$ cat src/rtl/spstore_pkg.sv
package spstore_pkg;
  localparam int INSTR_W = 16;

  typedef struct packed {
    logic pushPfx;   // accepted word is a prefix
    logic clearPfx;  // accepted word is not a prefix
    logic capture;   // accepted word is a store: latch address/data
    logic execute;   // second cycle of a store
  } ctrlStrobes_t;
endpackage

$ cat src/rtl/spstore_ctrl.sv
module spstore_ctrl
  import spstore_pkg::*;
#(
  parameter logic [5:0] STORE_OP = 6'b010111,
  parameter logic [2:0] PFX_OP   = 3'b110
) (
  input  logic               clk,
  input  logic               rstN,
  input  logic               instrValid,
  input  logic [INSTR_W-1:0] instrWord,
  output logic               instrReady,
  output ctrlStrobes_t       strobes
);
  localparam int OP_HI = INSTR_W - 1;

  typedef enum logic [0:0] {ST_IDLE, ST_EXEC} state_t;
  state_t state, stateNext;

  logic accept, isStore, isPfx;

  assign isStore    = (instrWord[OP_HI -: 6] == STORE_OP);
  assign isPfx      = (instrWord[OP_HI -: 3] == PFX_OP);
  assign instrReady = (state == ST_IDLE);
  assign accept     = instrValid && instrReady;

  always_comb begin
    stateNext = state;
    case (state)
      ST_IDLE: if (accept && isStore) stateNext = ST_EXEC;
      ST_EXEC: stateNext = ST_IDLE;
      default: stateNext = ST_IDLE;
    endcase
  end

  always_ff @(posedge clk) begin
    if (!rstN) state <= ST_IDLE;
    else       state <= stateNext;
  end

  always_comb begin
    strobes          = '0;
    strobes.pushPfx  = accept && isPfx;
    strobes.clearPfx = accept && !isPfx;
    strobes.capture  = accept && isStore;
    strobes.execute  = (state == ST_EXEC);
  end
endmodule

$ cat src/rtl/spstore_dp.sv
module spstore_dp
  import spstore_pkg::*;
#(
  parameter int ADDR_W   = 32,
  parameter int DATA_W   = 32,
  parameter int PFX_W    = 13,
  parameter int IMM_W    = 6,
  parameter int SCALE_SH = 2
) (
  input  logic               clk,
  input  logic               rstN,
  input  ctrlStrobes_t       strobes,
  input  logic [INSTR_W-1:0] instrWord,
  input  logic [ADDR_W-1:0]  stackPtr,
  input  logic [DATA_W-1:0]  regData,
  output logic               memWrEn,
  output logic [ADDR_W-1:0]  memAddr,
  output logic [DATA_W-1:0]  memWrData,
  output logic [DATA_W/8-1:0] memStrb,
  output logic               misalignErr
);
  localparam int STRB_W = DATA_W / 8;
  localparam int IMM_LO = 4;
  localparam int ALIGN_W = $clog2(STRB_W);

  logic [1:0]        pfxCnt;
  logic [PFX_W-1:0]  pfxHi, pfxLo;
  logic [IMM_W-1:0]  imm;
  logic [ADDR_W-1:0] disp;
  logic [ADDR_W-1:0] addrQ;
  logic [DATA_W-1:0] dataQ;
  logic              extQ, badAlign;

  assign imm = instrWord[IMM_LO +: IMM_W];

  // Prefix history: the newest payload sits in pfxLo, the older one in pfxHi.
  always_ff @(posedge clk) begin
    if (!rstN) begin
      pfxCnt <= '0;
      pfxHi  <= '0;
      pfxLo  <= '0;
    end else if (strobes.pushPfx) begin
      pfxHi  <= pfxLo;
      pfxLo  <= instrWord[PFX_W-1:0];
      pfxCnt <= (pfxCnt == 2'd2) ? 2'd2 : pfxCnt + 2'd1;
    end else if (strobes.clearPfx) begin
      pfxCnt <= '0;
    end
  end

  always_comb begin
    case (pfxCnt)
      2'd0:    disp = ADDR_W'({imm, {SCALE_SH{1'b0}}});
      2'd1:    disp = ADDR_W'({pfxLo, imm});
      default: disp = ADDR_W'({pfxHi, pfxLo, imm});
    endcase
  end

  always_ff @(posedge clk) begin
    if (!rstN) begin
      addrQ <= '0;
      dataQ <= '0;
      extQ  <= 1'b0;
    end else if (strobes.capture) begin
      addrQ <= stackPtr + disp;
      dataQ <= regData;
      extQ  <= (pfxCnt != 2'd0);
    end
  end

  assign badAlign    = extQ && (addrQ[ALIGN_W-1:0] != '0);
  assign memWrEn     = strobes.execute && !badAlign;
  assign misalignErr = strobes.execute && badAlign;
  assign memStrb     = memWrEn ? {STRB_W{1'b1}} : '0;
  assign memAddr     = addrQ;
  assign memWrData   = dataQ;
endmodule

$ cat src/rtl/sp_store_unit.sv
module sp_store_unit
  import spstore_pkg::*;
#(
  parameter int ADDR_W  = 32,
  parameter int DATA_W  = 32,
  parameter int REG_SEL = 4
) (
  input  logic                clk,
  input  logic                rstN,
  input  logic                instrValid,
  input  logic [15:0]         instrWord,
  output logic                instrReady,
  input  logic [ADDR_W-1:0]   stackPtr,
  output logic [REG_SEL-1:0]  regSel,
  input  logic [DATA_W-1:0]   regData,
  output logic                memWrEn,
  output logic [ADDR_W-1:0]   memAddr,
  output logic [DATA_W-1:0]   memWrData,
  output logic [DATA_W/8-1:0] memStrb,
  output logic                misalignErr
);
  ctrlStrobes_t strobes;

  assign regSel = instrWord[REG_SEL-1:0];

  spstore_ctrl ctrl_i (
    .clk(clk), .rstN(rstN), .instrValid(instrValid), .instrWord(instrWord),
    .instrReady(instrReady), .strobes(strobes)
  );

  spstore_dp #(.ADDR_W(ADDR_W), .DATA_W(DATA_W)) dp_i (
    .clk(clk), .rstN(rstN), .strobes(strobes), .instrWord(instrWord),
    .stackPtr(stackPtr), .regData(regData), .memWrEn(memWrEn),
    .memAddr(memAddr), .memWrData(memWrData), .memStrb(memStrb),
    .misalignErr(misalignErr)
  );
endmodule

$ cat config.mk
export PLATFORM = sky130hd
export DESIGN_NAME = sp_store_unit
export DESIGN_NICKNAME = d
export VERILOG_FILES = /design/src/rtl/spstore_pkg.sv /design/src/rtl/spstore_ctrl.sv /design/src/rtl/spstore_dp.sv /design/src/rtl/sp_store_unit.sv
export SDC_FILE = /design/constraint.sdc
export NUM_CORES = 1
export LEC_CHECK = 0
export BUFFER_PORTS_ARGS = -buffer_cell sky130_fd_sc_hd__buf_2
export CAP_MARGIN = 20
export CORE_ASPECT_RATIO = 1.1
export CORE_MARGIN = 2
export CORE_UTILIZATION = 40
export DETAILED_ROUTE_END_ITERATION = 7
export GPL_TIMING_DRIVEN = 0
export PLACE_DENSITY_LB_ADDON = 0.15
export SLEW_MARGIN = 20
export SYNTH_ARGS = -nofsm -noshare
export SYNTH_HDL_FRONTEND = slang
export SYNTH_SLANG_ARGS = --single-unit
$ cat constraint.sdc
create_clock -name clk -period 8.8 [get_ports clk]
set_input_delay 1.76 -clock clk [delete_from_list [all_inputs] [get_ports clk]]
set_output_delay 1.76 -clock clk [all_outputs]
set_load 0.05 [all_outputs]
==> impl_metrics.toml <==
[clocking]
cts_tree = "done"
cts_root_buf = "clkbuf_16"
cts_max_level = 3
clk-insertion-delay-late_ps = 340
post_cts_resized = 0
cts_buffer_depth = 2
ctsHoldBuffers = 0
clk_pin_slew_ps = 70
clock-sinks = 94
post-cts-setup-buffers = 0
numCtsBuffers = 9

[placed_design]
pre_cts_slack_ps = 4270
dp_cells = 1037
dp_hpwl_mm = 14.1
io_buffer_count = 157
gp_congestion = 0.945

[hold_path]
worstHoldStart = "dp_i.memAddr[29]"
hp-class = "reg -> reg"
whs_path_depth = 2
min_to = "dp_i.memAddr[29]"

[worst_setup_path]
arrival_ps = 4540
critPathLaunchType = "register"
crit_type = "reg -> reg"
worstPathRequired_ps = 9000
cp-end-kind = "register"
r2r_setup_slack_ps = 4470
crit_path_max_fanout = 10
reg2reg_from = "dp_i.pfxCnt[0]"
timing.rr.end = "dp_i.memAddr[28]"
worstRegToRegCells = 17

[grt]
grt_pass1_vias = 5274
grt_max_degree = 16
grt_pass1_wl_mm = 27.4
grt_overflow = 0
track_usage_pct = 24.0
antenna_found_initial = 0

[pwr]
seqPwrFrac_pct = 46.2
leakage_nw = 2.98
internal_power_mw = 0.695
p_switching_mw = 0.237
power_frac_comb_pct = 12.2
power.density_mw_per_mm2 = 137
peakVddDrop_mv = 0.0927
p_sw_share_pct = 25.4
totalPowerFinal_mw = 0.931
pwr-share-clk_pct = 41.6

[timing]
fmax_ghz = 0.231
post-route-period-util_pct = 49.3
skew_ps = 8.12
rsz0062_at_grt = "false"
fin_crit_ps = 4330
setup_violations = 0
fin_tns_setup_ps = 0
timing.hold.ws_ps = 452
fin_ws_ps = 4470
slew_headroom_pct = 53.9
tightest_slew_ps = 691
hold_viol_final = 0
slew_violations = 0

[synth]
synth-compound-area-share_pct = 26.3
seq_area_frac_synth_pct = 34.2
yosys-top-cells-area = "dfxtp_1, nand2_1, a21boi_0"
synth_ff_type = "dfxtp_1"
synth_xor_area_share_pct = 2.55
synthMuxAreaShare_pct = 0.750
yosys.area.top_type = "dfxtp_1"
synthAdderAreaFrac_pct = 7.87
syn_area_mm2 = 0.00550
synth_top_cell_area_share_pct = 34.2
yosys.area_share.simple_pct = 23.5
async_flop_share_pct = 0
syn_nets = 813
synthCells = 696
netlist-cell-type-count = 65
synth_edf_count = 0
synth_top_family_by_area = "compound AO/OA/AOI/OAI gates"
syn_area_per_cell_um2 = 7.91
yosys_register_bits = 94
ys_warn_count = 0

[job]
drv_cap = 0

[floorplanning]
core_mm2 = 0.0133
die_h_um = 127
die_w_um = 116
dieArea_mm2 = 0.0147
io-pin-count = 158
start_util_pct = 41.3
rows = 44

[route]
dr_total_vias = 5473
wirelength_mm = 17.5
wl_per_cell_um = 16.6
via_per_inst = 5.20
ant_nets = 0
first_iter_violations = 340
drc_errors = 0
drt_first_pass_iters = 5

[cells_and_area]
stdcell_count = 1052
n_antenna_cell = 0
fin_nets = 981
fillers = 1350
layout_commonest_cell = "nand2_1"
syn_to_final_growth_pct = 23.7
final_cell_mix = "nand2_1, buf_2, dfxtp_1"
drive_gt1_share_pct = 22.7

[status]
status = "completed"
-- through the flow --
stage          area (um2)  utilization [%]
2_1_floorplan        5500                -
3_3_place_gp         6520             48.9
3_5_place_dp         6520             48.9
4_1_cts              6810             51.1
5_1_grt              6810             51.1
6_report             6810             51.1
-- Yosys cell counts, types with 4 or more instances --
cell      count
a21boi_0     67
a21o_1        9
a21oi_1      28
a21oi_2       5
a221o_1       4
a22o_1        6
a22oi_1       4
a31oi_1       7
a41oi_1       4
and2_1       37
buf_1         7
buf_4         8
clkbuf_1     32
dfxtp_1      94
ha_1         33
inv_1        13
nand2_1     173
nand3_1      11
nand4_1       9
nor2_1       23
nor2b_1       6
nor3_1        4
o211ai_1      5
o21ai_0      32
o31ai_1       4
xnor2_1       6
xor2_1       10
-- routing by layer --
metal | GRT usage, % | wire length (um) | vias up
met2 | 39.0 | 7980 | 186
met4 | 7.84 | 455 | 0
met5 | 0 | 0 | -
met3 | 5.12 | 1090 | 26
met1 | 31.7 | 7940 | 2495
li1 | - | - | 2766
-- power groups by stage --
stage	sequential (mW)	combinational [mW]	clock, mW
global route	0.430	0.125	0.414
floorplan	0.444	0.0653	0
detailed placement	0.440	0.112	0
CTS	0.430	0.113	0.398
global placement	0.440	0.111	0
finish	0.430	0.113	0.388
-- cell type report --
cell class / count / area, um2 / area share [%]
timing repair buffer: 157 / 786 / 11.5
buffer: 48 / 218 / 3.20
clock inverter: 4 / 55.1 / 0.809
multi-input combinational: 541 / 3350 / 49.3
sequential: 94 / 1880 / 27.6
inverter: 13 / 48.8 / 0.717
clock buffer: 11 / 233 / 3.42
tap: 184 / 230 / 3.38
-- worst max-delay path by stage --
stage | start | slack (ps) | to | depth (start not counted)
after floorplan | instrWord[4] | 4930 | dp_i.memAddr[22] | 11
after global placement | instrWord[4] | 4270 | dp_i.memAddr[28] | 12
after detailed placement | instrWord[4] | 4270 | dp_i.memAddr[28] | 12
after CTS | dp_i.pfxCnt[0] | 4480 | dp_i.memAddr[28] | 17
after global routing | dp_i.pfxCnt[1] | 4160 | dp_i.memAddr[28] | 17
final | dp_i.pfxCnt[0] | 4470 | dp_i.memAddr[28] | 17
-- state kept, by name (all words and copies together) (netlist names) --
register / flops
dp_i.memWrData: 32
ctrl_i.state: 1
dp_i.memAddr: 32
dp_i.pfxCnt: 2
dp_i.pfxHi: 13
dp_i.pfxLo: 13
dp_i.extQ: 1
-- worst max-delay path, stage by stage (launching register included) --
cell and delay [ps]:
dfxtp_1 360, inv_1 60, ha_1 180, clkbuf_1 230, nand2b_1 130, clkbuf_1 330
clkbuf_1 320, and2_1 190, ha_1 170, inv_1 60, fa_1 400, nor2b_1 190
o2111ai_1 220, a21o_1 290, a2111oi_2 590, a21oi_2 190, mux2i_1 230, o21ai_1 80
-- kinds of logic (layout without fill, tap and decap cells) --
group           Yosys count  in the layout
compound gates          203            203
xor+xnor                 16             16
fa+ha+maj                34             34
simple gates            284            284
mux                       4              4
buf+inv                  61            233
flops                    94             94
(Power assumes the default switching activity.)
